[src/rtl/bbw_pkg.sv]
package bbw_pkg;

    localparam int LINE_SDA = 0;
    localparam int LINE_SCL = 1;
    localparam int NUM_LINES = 2;

    // Tracker state held in the top module
    typedef struct packed {
        logic busy;
        logic free_evt;
        logic seed_pend;
    } trk_state_t;

    // Bus conditions decoded from filtered lines
    typedef struct packed {
        logic start;
        logic stop;
        logic hold_low;
        logic both_high;
    } bus_cond_t;

endpackage

[src/rtl/bbw_line_filter.sv]
module bbw_line_filter #(
    parameter int  SYNC_STAGES = 2,
    parameter int  FILT_LEN    = 3,
    parameter logic RST_VAL    = 1'b1
) (
    input  logic clk,
    input  logic rst,
    input  logic din,
    output logic dout
);

    localparam int CW = (FILT_LEN > 1) ? $clog2(FILT_LEN) : 1;
    localparam logic [CW-1:0] CNT_LAST = CW'(FILT_LEN - 1);

    typedef struct packed {
        logic [SYNC_STAGES-1:0] sync;
        logic [CW-1:0]          cnt;
        logic                   out;
    } flt_state_t;

    flt_state_t st_d, st_q;
    logic sampled;

    assign sampled = st_q.sync[SYNC_STAGES-1];

    always_comb begin
        st_d = st_q;
        st_d.sync = {st_q.sync[SYNC_STAGES-2:0], din};
        if (sampled != st_q.out) begin
            if (st_q.cnt == CNT_LAST) begin
                st_d.out = sampled;
                st_d.cnt = '0;
            end else begin
                st_d.cnt = st_q.cnt + 1'b1;
            end
        end else begin
            st_d.cnt = '0;
        end
    end

    always_ff @(posedge clk) begin
        if (rst) begin
            st_q.sync <= {SYNC_STAGES{RST_VAL}};
            st_q.cnt  <= '0;
            st_q.out  <= RST_VAL;
        end else begin
            st_q <= st_d;
        end
    end

    assign dout = st_q.out;

    AST_FILT_QUIET: assert property (@(posedge clk) disable iff (rst)
        (sampled == dout) |=> (dout == $past(dout)))
        else $error("filtered line moved without a differing sample");

    AST_FILT_CNT_RANGE: assert property (@(posedge clk) disable iff (rst)
        st_q.cnt <= CNT_LAST)
        else $error("filter count past limit");

endmodule

[src/rtl/bbw_cond_detect.sv]
module bbw_cond_detect
    import bbw_pkg::*;
(
    input  logic      clk,
    input  logic      rst,
    input  logic      sda,
    input  logic      scl,
    output bus_cond_t cond
);

    typedef struct packed {
        logic sda_prev;
        logic scl_prev;
    } det_state_t;

    det_state_t st_d, st_q;

    always_comb begin
        st_d.sda_prev = sda;
        st_d.scl_prev = scl;
        // SCL must be high in both samples for an edge on SDA to count
        cond.start     = st_q.scl_prev && scl && st_q.sda_prev && !sda;
        cond.stop      = st_q.scl_prev && scl && !st_q.sda_prev && sda;
        cond.hold_low  = scl && !sda;
        cond.both_high = scl && sda;
    end

    always_ff @(posedge clk) begin
        if (rst) begin
            st_q.sda_prev <= 1'b1;
            st_q.scl_prev <= 1'b1;
        end else begin
            st_q <= st_d;
        end
    end

    AST_START_NEEDS_HIGH_SCL: assert property (@(posedge clk) disable iff (rst)
        cond.start |-> ($past(scl) && $past(sda)))
        else $error("START without prior high lines");

    AST_STOP_NEEDS_HIGH_SCL: assert property (@(posedge clk) disable iff (rst)
        cond.stop |-> ($past(scl) && !$past(sda)))
        else $error("STOP without prior high SCL and low SDA");

endmodule

[src/rtl/bbw_valid_ctrl.sv]
module bbw_valid_ctrl #(
    parameter int IDLE_CYC = 1_000_000,
    parameter int TMO_CYC  = 2_500_000
) (
    input  logic clk,
    input  logic rst,
    input  logic clear,
    input  logic run,
    input  logic activity,
    input  logic both_high,
    output logic valid,
    output logic tmo_err
);

    localparam int IW = $clog2(IDLE_CYC + 1);
    localparam int TW = $clog2(TMO_CYC + 1);
    localparam logic [IW-1:0] IDLE_LAST = IW'(IDLE_CYC - 1);
    localparam logic [TW-1:0] TMO_LAST  = TW'(TMO_CYC - 1);

    typedef struct packed {
        logic          valid;
        logic          err;
        logic [IW-1:0] idle_cnt;
        logic [TW-1:0] tmo_cnt;
    } vc_state_t;

    vc_state_t st_d, st_q;

    always_comb begin
        st_d = st_q;
        if (clear) begin
            st_d = '0;
        end else if (run && !st_q.valid && !st_q.err) begin
            if (activity) begin
                st_d.valid = 1'b1;
            end else if (both_high) begin
                if (st_q.idle_cnt == IDLE_LAST) begin
                    st_d.valid = 1'b1;
                end else begin
                    st_d.idle_cnt = st_q.idle_cnt + 1'b1;
                end
            end else begin
                st_d.idle_cnt = '0;
            end
            // Validity wins over the timeout in the same cycle
            if (!st_d.valid) begin
                if (st_q.tmo_cnt == TMO_LAST) begin
                    st_d.err = 1'b1;
                end else begin
                    st_d.tmo_cnt = st_q.tmo_cnt + 1'b1;
                end
            end
        end
    end

    always_ff @(posedge clk) begin
        if (rst) begin
            st_q <= '0;
        end else begin
            st_q <= st_d;
        end
    end

    assign valid   = st_q.valid;
    assign tmo_err = st_q.err;

    AST_VALID_ERR_EXCL: assert property (@(posedge clk) disable iff (rst)
        !(valid && tmo_err))
        else $error("valid and timeout both high");

    AST_ERR_STICKY: assert property (@(posedge clk) disable iff (rst)
        (tmo_err && !clear) |=> (tmo_err && !valid))
        else $error("timeout state left without clear");

    AST_CLEAR_RESETS: assert property (@(posedge clk) disable iff (rst)
        clear |=> (!valid && !tmo_err))
        else $error("clear did not drop validity");

    AST_IDLE_RESTART: assert property (@(posedge clk) disable iff (rst)
        (run && !clear && !valid && !tmo_err && !activity && !both_high) |=> (st_q.idle_cnt == '0))
        else $error("idle count not restarted");

    AST_ACTIVITY_VALIDATES: assert property (@(posedge clk) disable iff (rst)
        (run && !clear && !tmo_err && activity) |=> valid)
        else $error("activity did not validate");

endmodule

[src/rtl/i2c_bus_watch.sv]
module i2c_bus_watch
    import bbw_pkg::*;
#(
    parameter int SYNC_STAGES = 2,
    parameter int FILT_LEN    = 3,
    parameter int IDLE_CYC    = 1_000_000,
    parameter int TMO_CYC     = 2_500_000
) (
    input  logic clk,
    input  logic rst,
    input  logic en,
    input  logic soft_rst,
    input  logic sda_in,
    input  logic scl_in,
    input  logic free_clr,
    output logic busy,
    output logic bus_free_event,
    output logic busy_valid,
    output logic valid_timeout
);

    logic [NUM_LINES-1:0] line_raw;
    logic [NUM_LINES-1:0] line_flt;

    assign line_raw[LINE_SDA] = sda_in;
    assign line_raw[LINE_SCL] = scl_in;

    for (genvar gi = 0; gi < NUM_LINES; gi++) begin : g_line
        bbw_line_filter #(
            .SYNC_STAGES (SYNC_STAGES),
            .FILT_LEN    (FILT_LEN),
            .RST_VAL     (1'b1)
        ) u_filt (
            .clk  (clk),
            .rst  (rst),
            .din  (line_raw[gi]),
            .dout (line_flt[gi])
        );
    end

    bus_cond_t cond;

    bbw_cond_detect u_det (
        .clk  (clk),
        .rst  (rst),
        .sda  (line_flt[LINE_SDA]),
        .scl  (line_flt[LINE_SCL]),
        .cond (cond)
    );

    trk_state_t st_d, st_q;
    logic tracking;
    logic busy_set;
    logic vc_clear;
    logic vc_activity;

    assign tracking    = en && !soft_rst && !st_q.seed_pend;
    assign busy_set    = cond.start || cond.hold_low;
    assign vc_clear    = !en || soft_rst;
    assign vc_activity = busy_set || cond.stop;

    always_comb begin
        st_d = st_q;
        if (!en) begin
            st_d.busy      = 1'b0;
            st_d.free_evt  = 1'b0;
            st_d.seed_pend = 1'b1;
        end else if (soft_rst) begin
            st_d.busy      = 1'b0;
            st_d.free_evt  = 1'b0;
            st_d.seed_pend = 1'b1;
        end else if (st_q.seed_pend) begin
            // Only SDA low with SCL high reads as an owned bus
            st_d.busy      = !line_flt[LINE_SDA] && line_flt[LINE_SCL];
            st_d.seed_pend = 1'b0;
        end else begin
            if (free_clr) begin
                st_d.free_evt = 1'b0;
            end
            if (cond.stop) begin
                st_d.busy     = 1'b0;
                st_d.free_evt = 1'b1;
            end else if (busy_set) begin
                st_d.busy = 1'b1;
            end
        end
    end

    always_ff @(posedge clk) begin
        if (rst) begin
            st_q.busy      <= 1'b0;
            st_q.free_evt  <= 1'b0;
            st_q.seed_pend <= 1'b1;
        end else begin
            st_q <= st_d;
        end
    end

    bbw_valid_ctrl #(
        .IDLE_CYC (IDLE_CYC),
        .TMO_CYC  (TMO_CYC)
    ) u_valid (
        .clk       (clk),
        .rst       (rst),
        .clear     (vc_clear),
        .run       (tracking),
        .activity  (vc_activity),
        .both_high (cond.both_high),
        .valid     (busy_valid),
        .tmo_err   (valid_timeout)
    );

    assign busy           = st_q.busy;
    assign bus_free_event = st_q.free_evt;

    AST_DISABLED_QUIET: assert property (@(posedge clk) disable iff (rst)
        !en |=> (!busy && !bus_free_event && !busy_valid && !valid_timeout))
        else $error("outputs active while disabled");

    AST_SEED_FROM_LINES: assert property (@(posedge clk) disable iff (rst)
        (en && !soft_rst && st_q.seed_pend) |=>
            (busy == ($past(!line_flt[LINE_SDA]) && $past(line_flt[LINE_SCL]))))
        else $error("busy seed mismatch");

    AST_START_SETS_BUSY: assert property (@(posedge clk) disable iff (rst)
        (tracking && cond.start) |=> busy)
        else $error("START did not set busy");

    AST_STOP_FREES: assert property (@(posedge clk) disable iff (rst)
        (tracking && cond.stop) |=> (!busy && bus_free_event))
        else $error("STOP did not free the bus");

    AST_FREE_STICKY: assert property (@(posedge clk) disable iff (rst)
        (bus_free_event && en && !soft_rst && !free_clr) |=> bus_free_event)
        else $error("free flag dropped without clear");

    AST_SOFT_RST_CLEARS: assert property (@(posedge clk) disable iff (rst)
        soft_rst |=> (!bus_free_event && !busy_valid && !valid_timeout))
        else $error("soft reset left flags set");

endmodule

[config.mk]
export PLATFORM = sky130hd
export DESIGN_NAME = i2c_bus_watch
export DESIGN_NICKNAME = d
export VERILOG_FILES = /design/src/rtl/bbw_pkg.sv /design/src/rtl/bbw_line_filter.sv /design/src/rtl/bbw_cond_detect.sv /design/src/rtl/bbw_valid_ctrl.sv /design/src/rtl/i2c_bus_watch.sv
export SDC_FILE = /design/constraint.sdc
export NUM_CORES = 1
export LEC_CHECK = 0
export BUFFER_PORTS_ARGS = -buffer_cell sky130_fd_sc_hd__buf_2
export CORE_ASPECT_RATIO = 2
export CORE_MARGIN = 3
export CORE_UTILIZATION = 60
export CTS_CLUSTER_SIZE = 8
export DETAILED_ROUTE_END_ITERATION = 16
export PLACE_DENSITY = 0.75
export SYNTH_ARGS = -nofsm -noshare
export SYNTH_HDL_FRONTEND = slang
export SYNTH_SLANG_ARGS = --single-unit
[constraint.sdc]
create_clock -name clk -period 3.1 [get_ports clk]
set_clock_uncertainty 0.15 [all_clocks]
set_input_delay 0.31 -clock clk [delete_from_list [all_inputs] [get_ports clk]]
set_output_delay 0.31 -clock clk [all_outputs]
set_load 0.01 [all_outputs]
==> qor.json, run 1 <==
{
  "critical_path.startpoint_type": "flop",
  "viasPerCell": 5.81,
  "post_cts.repair.setup_buffers": 0,
  "final_max_slew_viol_count": 0,
  "end_kind": "flop",
  "wirelength_um": 5550,
  "groute.usage.overall_pct": 25.1,
  "place.gp.congestion": 0.915,
  "r2r_end": "u_valid.st_q[11]$_SDFFE_PP0P_",
  "critical_path_required_ps": 3210,
  "die_x_um": 53.1,
  "status": "finished clean",
  "seq_area_frac_synth_pct": 44.4,
  "initial_utilization_pct": 63.8,
  "r2r-start": "u_valid.st_q[22]$_SDFFE_PP0P_",
  "grt_setup_unrepaired": "no",
  "path_cells": "ha_1, nand2_1, nor2_1, and4_1, or4_1, or3_1, a21oi_1",
  "timing.critical_path.arrival_ps": 2530,
  "synthesis.yosys.warnings": 0,
  "timing.fmax_ghz": 0.414,
  "clock_sink_count": 59,
  "design.final.nets": 339,
  "hold_path_startpoint": "rst",
  "worst_pin_slew_ps": 812,
  "post-route-drc-count": 0,
  "cts_tree": "yes",
  "cell_count_after_synthesis": 313,
  "numPortBuffers": 10,
  "synthToLayoutAreaGrowth_pct": 11.4,
  "final_layout_size_suffix_gt1_share_pct": 11.4,
  "register_area_um2": 1180,
  "design.die.area_um2": 5310,
  "io_pins": 11,
  "synth.top_cell.area_share_pct": 44.4,
  "dr_total_vias": 2237,
  "ant_nets": 0,
  "leakagePower_nw": 0.996,
  "grt_pass1_wl_um": 9760,
  "min_period_over_period_pct": 77.9,
  "dpl.hpwl_um": 3990,
  "dpl-instance-area_um2": 2760,
  "leading_post_synthesis_cells_by_cell_area": "dfxtp_1, nor2_1, xnor2_1, nand2_1, xor2_1",
  "critical_path.max_stage_delay_ps": 620,
  "crit_slowest_cell": "or4_1",
  "clkLatencyLatePin_ps": 340,
  "fp_rows": 33,
  "detailedRoute.firstIterationViolations": 59,
  "ff2ff_path_depth": 7,
  "drv_cap": 0,
  "wl_per_cell_um": 14.4,
  "cts_root_buffer": "clkbuf_8",
  "h_tree_level_count": 3,
  "via_count_of_the_first_global_routing_pass": 2184,
  "setup-tns-final_ps": 0,
  "timing.max_slew.rel_slack_pct": 45.4,
  "yosys_most_used_dff": "dfxtp_1",
  "min_path_type": "in -> reg",
  "n_fill_cell": 347,
  "multi_input_area_um2": 1400,
  "number_of_antenna_violations_at_the_first_check_in_global_routing": 0,
  "synth_edf_count": 0,
  "cellPowerDensity_nw_per_um2": 496,
  "path_max_fanout": 9,
  "avgSynthCellArea_um2": 8.49,
  "hold_viol_final": 0,
  "commonest_cells_after_routing_fill_and_taps_aside": "dfxtp_1, nor2_1, nand2_1, xnor2_1, a21oi_1",
  "hold-path-cell-count": 2,
  "synthDistinctLibCells": 43,
  "setup-violations-final": 0,
  "min_delay_worst_endpoint": "u_det.st_q[0]$_SDFF_PP1_",
  "ys_async_sr_fraction_pct": 0,
  "clock_tree.buffer_depth": 2,
  "synth_fp_nets": 324,
  "critPathKind": "reg -> reg",
  "power.ir.vdd_worst_uv": 584,
  "globalRoute.totalOverflow": 0,
  "placeableCoreArea_um2": 4170,
  "post_route_minimum_period_ps": 2410,
  "cp_num_buf_inv": 0,
  "layout_commonest_cell": "dfxtp_1",
  "synthesized_flop_and_latch_total": 59,
  "die-height_um": 100,
  "maximum_number_of_pins_on_one_net_before_global_route_repair": 26,
  "regToRegSetupSlack_ps": 690,
  "worst_path_dominant_cell_family": "simple AND/OR/NAND/NOR gates",
  "finalInstanceArea_um2": 2960,
  "numCtsBuffers": 9,
  "num_antenna_cells": 0,
  "clk_pin_slew_worst_paths_ps": 60,
  "firstDrtPassIters": 4,
  "syn_area_um2": 2660,
  "synth_top_cell_by_area": "dfxtp_1"
}
==> final cells by class <==
cell class | instances | area share (%)
multi-input cells | 233 | 47.1
well taps | 52 | 2.20
repair buffers | 16 | 3.38
inverters | 9 | 1.14
flip-flops and latches | 59 | 39.9
clock inverters | 2 | 1.18
clock buffers | 14 | 5.15
==> synth_stat cells, types with 5 or more instances <==
library cell	number
xor2_1	12
nand3_1	13
or3_1	12
nor3_1	8
xnor2_1	16
nand2_1	31
nor2_1	43
inv_1	7
nor4_1	7
dfxtp_1	59
o21ai_0	10
clkbuf_1	8
nand4_1	13
or2_2	5
and3_1	8
a21oi_1	14
==> worst max-delay path by stage <==
stage | startpoint | to | slack [ps] | cells after the start
finish | u_valid.st_q[22]$_SDFFE_PP0P_ | u_valid.st_q[11]$_SDFFE_PP0P_ | 690 | 7
global route | u_valid.st_q[22]$_SDFFE_PP0P_ | u_valid.st_q[5]$_SDFFE_PP0P_ | 480 | 7
CTS | u_valid.st_q[22]$_SDFFE_PP0P_ | u_valid.st_q[11]$_SDFFE_PP0P_ | 700 | 7
detailed placement | soft_rst | u_valid.st_q[3]$_SDFFE_PP0P_ | 650 | 7
global placement | soft_rst | u_valid.st_q[6]$_SDFFE_PP0P_ | 700 | 7
floorplan | u_valid.st_q[22]$_SDFFE_PP0P_ | u_valid.st_q[6]$_SDFFE_PP0P_ | 790 | 9
==> sequential cells by signal (all words and copies together), names as in the netlist <==
name and flops:
u_valid.st_q 42, u_valid.valid 1, busy 1, g_line.u_filt.st_d 2
u_valid.tmo_err 1, u_det.st_q 2, g_line.u_filt.dout 2, g_line.u_filt.st_q 4
st_q 1, g_line.u_filt.sampled 2, bus_free_event 1
==> logic make-up (layout without fill, tap and decap cells) <==
logic type	Yosys count	count (layout)	synth area share, %
AO/OA/AOI/OAI	35	35	7.67
XOR/XNOR	28	28	9.22
AND/OR/NAND/NOR	164	164	32.9
adder cells (fa/ha/maj)	4	4	1.88
buffers and inverters	21	41	3.11
multiplexers	2	2	0.753
flip-flops	59	59	44.4
==> routing by layer <==
| layer | part of all wire [%] | up-vias | GRT usage (%) | routed length, um |
|---|---|---|---|---|
| li1 | - | 1133 | - | - |
| met1 | 39 | 1031 | 26.6 | 2170 |
| met2 | 54 | 51 | 42.0 | 3010 |
| met3 | 2.6 | 22 | 6.54 | 142 |
| met4 | 4.2 | 0 | 16.3 | 232 |
| met5 | 0 | - | 0 | 0 |
==> power breakdown <==
| group | switching, mW | internal (mW) |
|---|---|---|
| Combinational | 0.0180 | 0.0122 |
| Clock | 0.282 | 0.393 |
| Sequential | 0.00217 | 0.762 |
| Total | 0.302 | 1.17 |
==> timing repair <==
item                      4_1_cts  5_1_grt
hold buffers                    2        0
hold endpoints to repair        2        0
resized for setup               0        0
==> through the flow <==
stage / power, mW / setup slack, ps / util (%) / hold slack [ps] / instances
global placement: 0.809 / 701 / 66.1 / 244 / 367
CTS: 1.48 / 696 / 71.0 / 126 / 385
detailed placement: 0.810 / 645 / 66.1 / 247 / 367
global route: 1.53 / 482 / 71.0 / 148 / 385
floorplan: 0.799 / 792 / - / 239 / 313
finish: 1.47 / 687 / 71.0 / 138 / 385
Power figures use the tool's default switching activity.
==> run 2: changes to the inputs <==
==> constraint.sdc (replaced) <==
create_clock -name clk -period 2.5 [get_ports clk]
set_clock_uncertainty 0.15 [all_clocks]
set_input_delay 0.25 -clock clk [delete_from_list [all_inputs] [get_ports clk]]
set_output_delay 0.25 -clock clk [all_outputs]
set_load 0.01 [all_outputs]
==> run 2 against run 1 <==
Compared with the run above: fmax is 3.8% higher; register-to-register slack worse by 510 ps; critical path depth grew 1; die area unchanged; core utilization rose by 1.4 points; count of clock-buffer cells in the layout fell by 4; wire length up 1.7%; via count grew 2.4%; sequential share of layout area shrank 0.79 points; critical endpoint is now u_valid.st_q[21]$_SDFFE_PP0P_; largest power group unchanged; highest routed layer unchanged.
==> qor.json, run 2 (synthesis results as in run 1) <==
{
  "number_of_antenna_violations_at_the_first_check_in_global_routing": {"value": 0, "change": "unchanged"},
  "hold-path-cell-count": {"value": 2, "change": "unchanged"},
  "hold_path_startpoint": {"value": "rst", "change": "unchanged"},
  "maximum_number_of_pins_on_one_net_before_global_route_repair": {"value": 26, "change": "unchanged"},
  "status": {"value": "finished clean", "change": "unchanged"},
  "placeableCoreArea": {"value": 4170, "unit": "um^2", "change": "unchanged"},
  "sequentialPowerShare": {"value": 50.9, "unit": "%", "change": "was 52.0%"},
  "commonest_cells_after_routing_fill_and_taps_aside": {"value": "dfxtp_1, nor2_1, nand2_1, xnor2_1, a21oi_1", "change": "unchanged"},
  "power.switching": {"value": 0.416, "unit": "mW", "change": "was 0.302 mW"},
  "r2r_end": {"value": "u_valid.st_q[21]$_SDFFE_PP0P_", "change": "was u_valid.st_q[11]$_SDFFE_PP0P_"},
  "synthToLayoutAreaGrowth": {"value": 13.7, "unit": "%", "change": "was 11.4%"},
  "clock_sink_count": {"value": 59, "change": "unchanged"},
  "dpl-instance-area": {"value": 2800, "unit": "um^2", "change": "was 2760 um^2"},
  "multi_input_area": {"value": 1400, "unit": "um^2", "change": "unchanged"},
  "switching_share": {"value": 22.4, "unit": "%", "change": "was 20.6%"},
  "min_period_over_period": {"value": 93.0, "unit": "%", "change": "was 77.9%"},
  "post-route-drc-count": {"value": 0, "change": "unchanged"},
  "dr_total_vias": {"value": 2290, "change": "was 2237"},
  "layout_setup_ws": {"value": 175, "unit": "ps", "change": "was 687 ps"},
  "timing.critical_path.arrival": {"value": 2450, "unit": "ps", "change": "was 2530 ps"},
  "dpl.hpwl": {"value": 3990, "unit": "um", "change": "about the same"},
  "cts_root_buffer": {"value": "clkbuf_8", "change": "unchanged"},
  "numPortBuffers": {"value": 10, "change": "unchanged"},
  "worst_pin_slew": {"value": 527, "unit": "ps", "change": "was 812 ps"},
  "n_fill_cell": {"value": 352, "change": "was 347"},
  "globalRoute.totalOverflow": {"value": 0, "change": "unchanged"},
  "critPathKind": {"value": "reg -> reg", "change": "unchanged"},
  "register_area": {"value": 1180, "unit": "um^2", "change": "unchanged"},
  "place.gp.congestion": {"value": 0.918, "change": "was 0.915"},
  "ant_nets": {"value": 0, "change": "unchanged"},
  "placement.setup.worst_slack": {"value": 217, "unit": "ps", "change": "was 645 ps"},
  "post_route_minimum_period": {"value": 2330, "unit": "ps", "change": "was 2410 ps"},
  "critical_path.startpoint_type": {"value": "flop", "change": "unchanged"},
  "wirelength": {"value": 5640, "unit": "um", "change": "was 5550 um"},
  "post_cts.repair.setup_buffers": {"value": 0, "change": "unchanged"},
  "end_kind": {"value": "flop", "change": "unchanged"},
  "min_delay_worst_endpoint": {"value": "g_line[1].u_filt.sampled$_SDFF_PP1_", "change": "was u_det.st_q[0]$_SDFF_PP1_"},
  "cellPowerDensity": {"value": 616, "unit": "nW/um^2", "change": "was 496 nW/um^2"},
  "viasPerCell": {"value": 5.86, "change": "was 5.81"},
  "top_register": {"value": "u_valid.st_q", "change": "unchanged"},
  "num_antenna_cells": {"value": 0, "change": "unchanged"},
  "layout_commonest_cell": {"value": "dfxtp_1", "change": "unchanged"},
  "design.final.nets": {"value": 345, "change": "was 339"},
  "critical_path_required": {"value": 2620, "unit": "ps", "change": "was 3210 ps"},
  "power.ir.vdd_worst": {"value": 525, "unit": "uV", "change": "was 584 uV"},
  "clkLatencyLatePin": {"value": 350, "unit": "ps", "change": "was 340 ps"},
  "ff2ff_path_depth": {"value": 8, "change": "was 7"},
  "final_max_slew_viol_count": {"value": 0, "change": "unchanged"},
  "grt_setup_unrepaired": {"value": "no", "change": "unchanged"},
  "setup-violations-final": {"value": 0, "change": "unchanged"},
  "groute.usage.overall": {"value": 24.4, "unit": "%", "change": "was 25.1%"},
  "clock_tree.buffer_depth": {"value": 2, "change": "unchanged"},
  "setup-tns-final": {"value": 0, "unit": "ps", "change": "unchanged"},
  "numCtsBuffers": {"value": 9, "change": "unchanged"},
  "design.die.area": {"value": 5310, "unit": "um^2", "change": "unchanged"},
  "fp_rows": {"value": 33, "change": "unchanged"},
  "die_x": {"value": 53.1, "unit": "um", "change": "unchanged"},
  "timing.fmax": {"value": 0.430, "unit": "GHz", "change": "was 0.414 GHz"},
  "firstDrtPassIters": {"value": 4, "change": "unchanged"},
  "largest_register_ff_count": {"value": 42, "change": "unchanged"},
  "largest_registers_ranked_by_flip_flop_count": {"value": "u_valid.st_q (42), g_line.u_filt.st_q (4)", "change": "unchanged"},
  "detailedRoute.firstIterationViolations": {"value": 57, "change": "was 59"},
  "regToRegSetupSlack": {"value": 170, "unit": "ps", "change": "was 690 ps"},
  "grt_pass1_wl": {"value": 9500, "unit": "um", "change": "was 9760 um"},
  "hold_viol_final": {"value": 0, "change": "unchanged"},
  "initial_utilization": {"value": 63.8, "unit": "%", "change": "unchanged"},
  "via_count_of_the_first_global_routing_pass": {"value": 2279, "change": "was 2184"},
  "cts_tree": {"value": "yes", "change": "unchanged"},
  "finalNonFillerCells": {"value": 391, "change": "was 385"},
  "min_path_type": {"value": "in -> reg", "change": "unchanged"},
  "timing.max_slew.rel_slack": {"value": 64.4, "unit": "%", "change": "was 45.4%"},
  "r2r-start": {"value": "u_valid.st_q[22]$_SDFFE_PP0P_", "change": "unchanged"},
  "final_layout_size_suffix_gt1_share": {"value": 14.2, "unit": "%", "change": "was 11.4%"},
  "die-height": {"value": 100, "unit": "um", "change": "unchanged"},
  "clock_power_share": {"value": 47.0, "unit": "%", "change": "was 45.9%"},
  "fin_total_pwr": {"value": 1.86, "unit": "mW", "change": "was 1.47 mW"},
  "placedCellCount": {"value": 373, "change": "was 367"},
  "postLayoutCoreUtil": {"value": 72.5, "unit": "%", "change": "was 71.0%"},
  "share_comb_of_total_power": {"value": 2.1, "unit": "%", "change": "about the same"},
  "finalInstanceArea": {"value": 3020, "unit": "um^2", "change": "was 2960 um^2"},
  "clk_pin_slew_worst_paths": {"value": 70, "unit": "ps", "change": "was 60 ps"},
  "h_tree_level_count": {"value": 3, "change": "unchanged"},
  "internal_power": {"value": 1.45, "unit": "mW", "change": "was 1.17 mW"},
  "path_max_fanout": {"value": 7, "change": "was 9"},
  "io_pins": {"value": 11, "change": "unchanged"},
  "drv_cap": {"value": 0, "change": "unchanged"},
  "leakagePower": {"value": 1.02, "unit": "nW", "change": "was 0.996 nW"},
  "wl_per_cell": {"value": 14.4, "unit": "um", "change": "about the same"},
  "finalHoldWorstSlack": {"value": 72.8, "unit": "ps", "change": "was 138 ps"}
}
run 2: worst max-delay path by stage:
stage	start	endpoint	slack, ps	cells after the start
3_3_place_gp	soft_rst	u_valid.st_q[6]$_SDFFE_PP0P_	240	7
5_1_grt	u_valid.st_q[22]$_SDFFE_PP0P_	u_valid.st_q[21]$_SDFFE_PP0P_	30	8
3_5_place_dp	soft_rst	u_valid.st_q[6]$_SDFFE_PP0P_	220	7
4_1_cts	u_valid.st_q[22]$_SDFFE_PP0P_	u_valid.st_q[21]$_SDFFE_PP0P_	200	8
2_1_floorplan	u_valid.st_q[22]$_SDFFE_PP0P_	u_valid.st_q[6]$_SDFFE_PP0P_	190	9
6_report	u_valid.st_q[22]$_SDFFE_PP0P_	u_valid.st_q[21]$_SDFFE_PP0P_	170	8
run 2: critical path, cell delays in order (launching register included):
cell and delay (ps):
dfxtp_1 350, ha_1 250, nand2_1 80, nor2_1 60, buf_4 150, nand4_1 190
nand4_1 310, or4_1 570, a21oi_1 160
run 2: cell type report:
type	count	area share, %
Clock inverter	6	2.15
Inverter	9	1.12
Multi-Input combinational cell	233	46.2
Sequential cell	59	39.1
Clock buffer	10	4.55
Timing Repair Buffer	22	4.80
Tap cell	52	2.15
run 2: power groups by stage:
stage | combinational, mW | sequential, mW | clock (mW)
finish | 0.0388 | 0.947 | 0.875
detailed placement | 0.0365 | 0.969 | 0
global placement | 0.0363 | 0.969 | 0
CTS | 0.0391 | 0.948 | 0.891
floorplan | 0.0223 | 0.968 | 0
global route | 0.0435 | 0.948 | 0.931
run 2: metal layers:
metal,GRT usage (%),up-vias,wire length [um]
met5,0,-,0
met1,24.5,1083,2230
met3,5.35,27,152
li1,-,1141,-
met2,41.7,39,2950
met4,18.1,0,310
run 2: what timing repair did:
item / in CTS / in global routing
hold buffers: 2 / 0
hold endpoints to repair: 2 / 0
resized for setup: 0 / 0
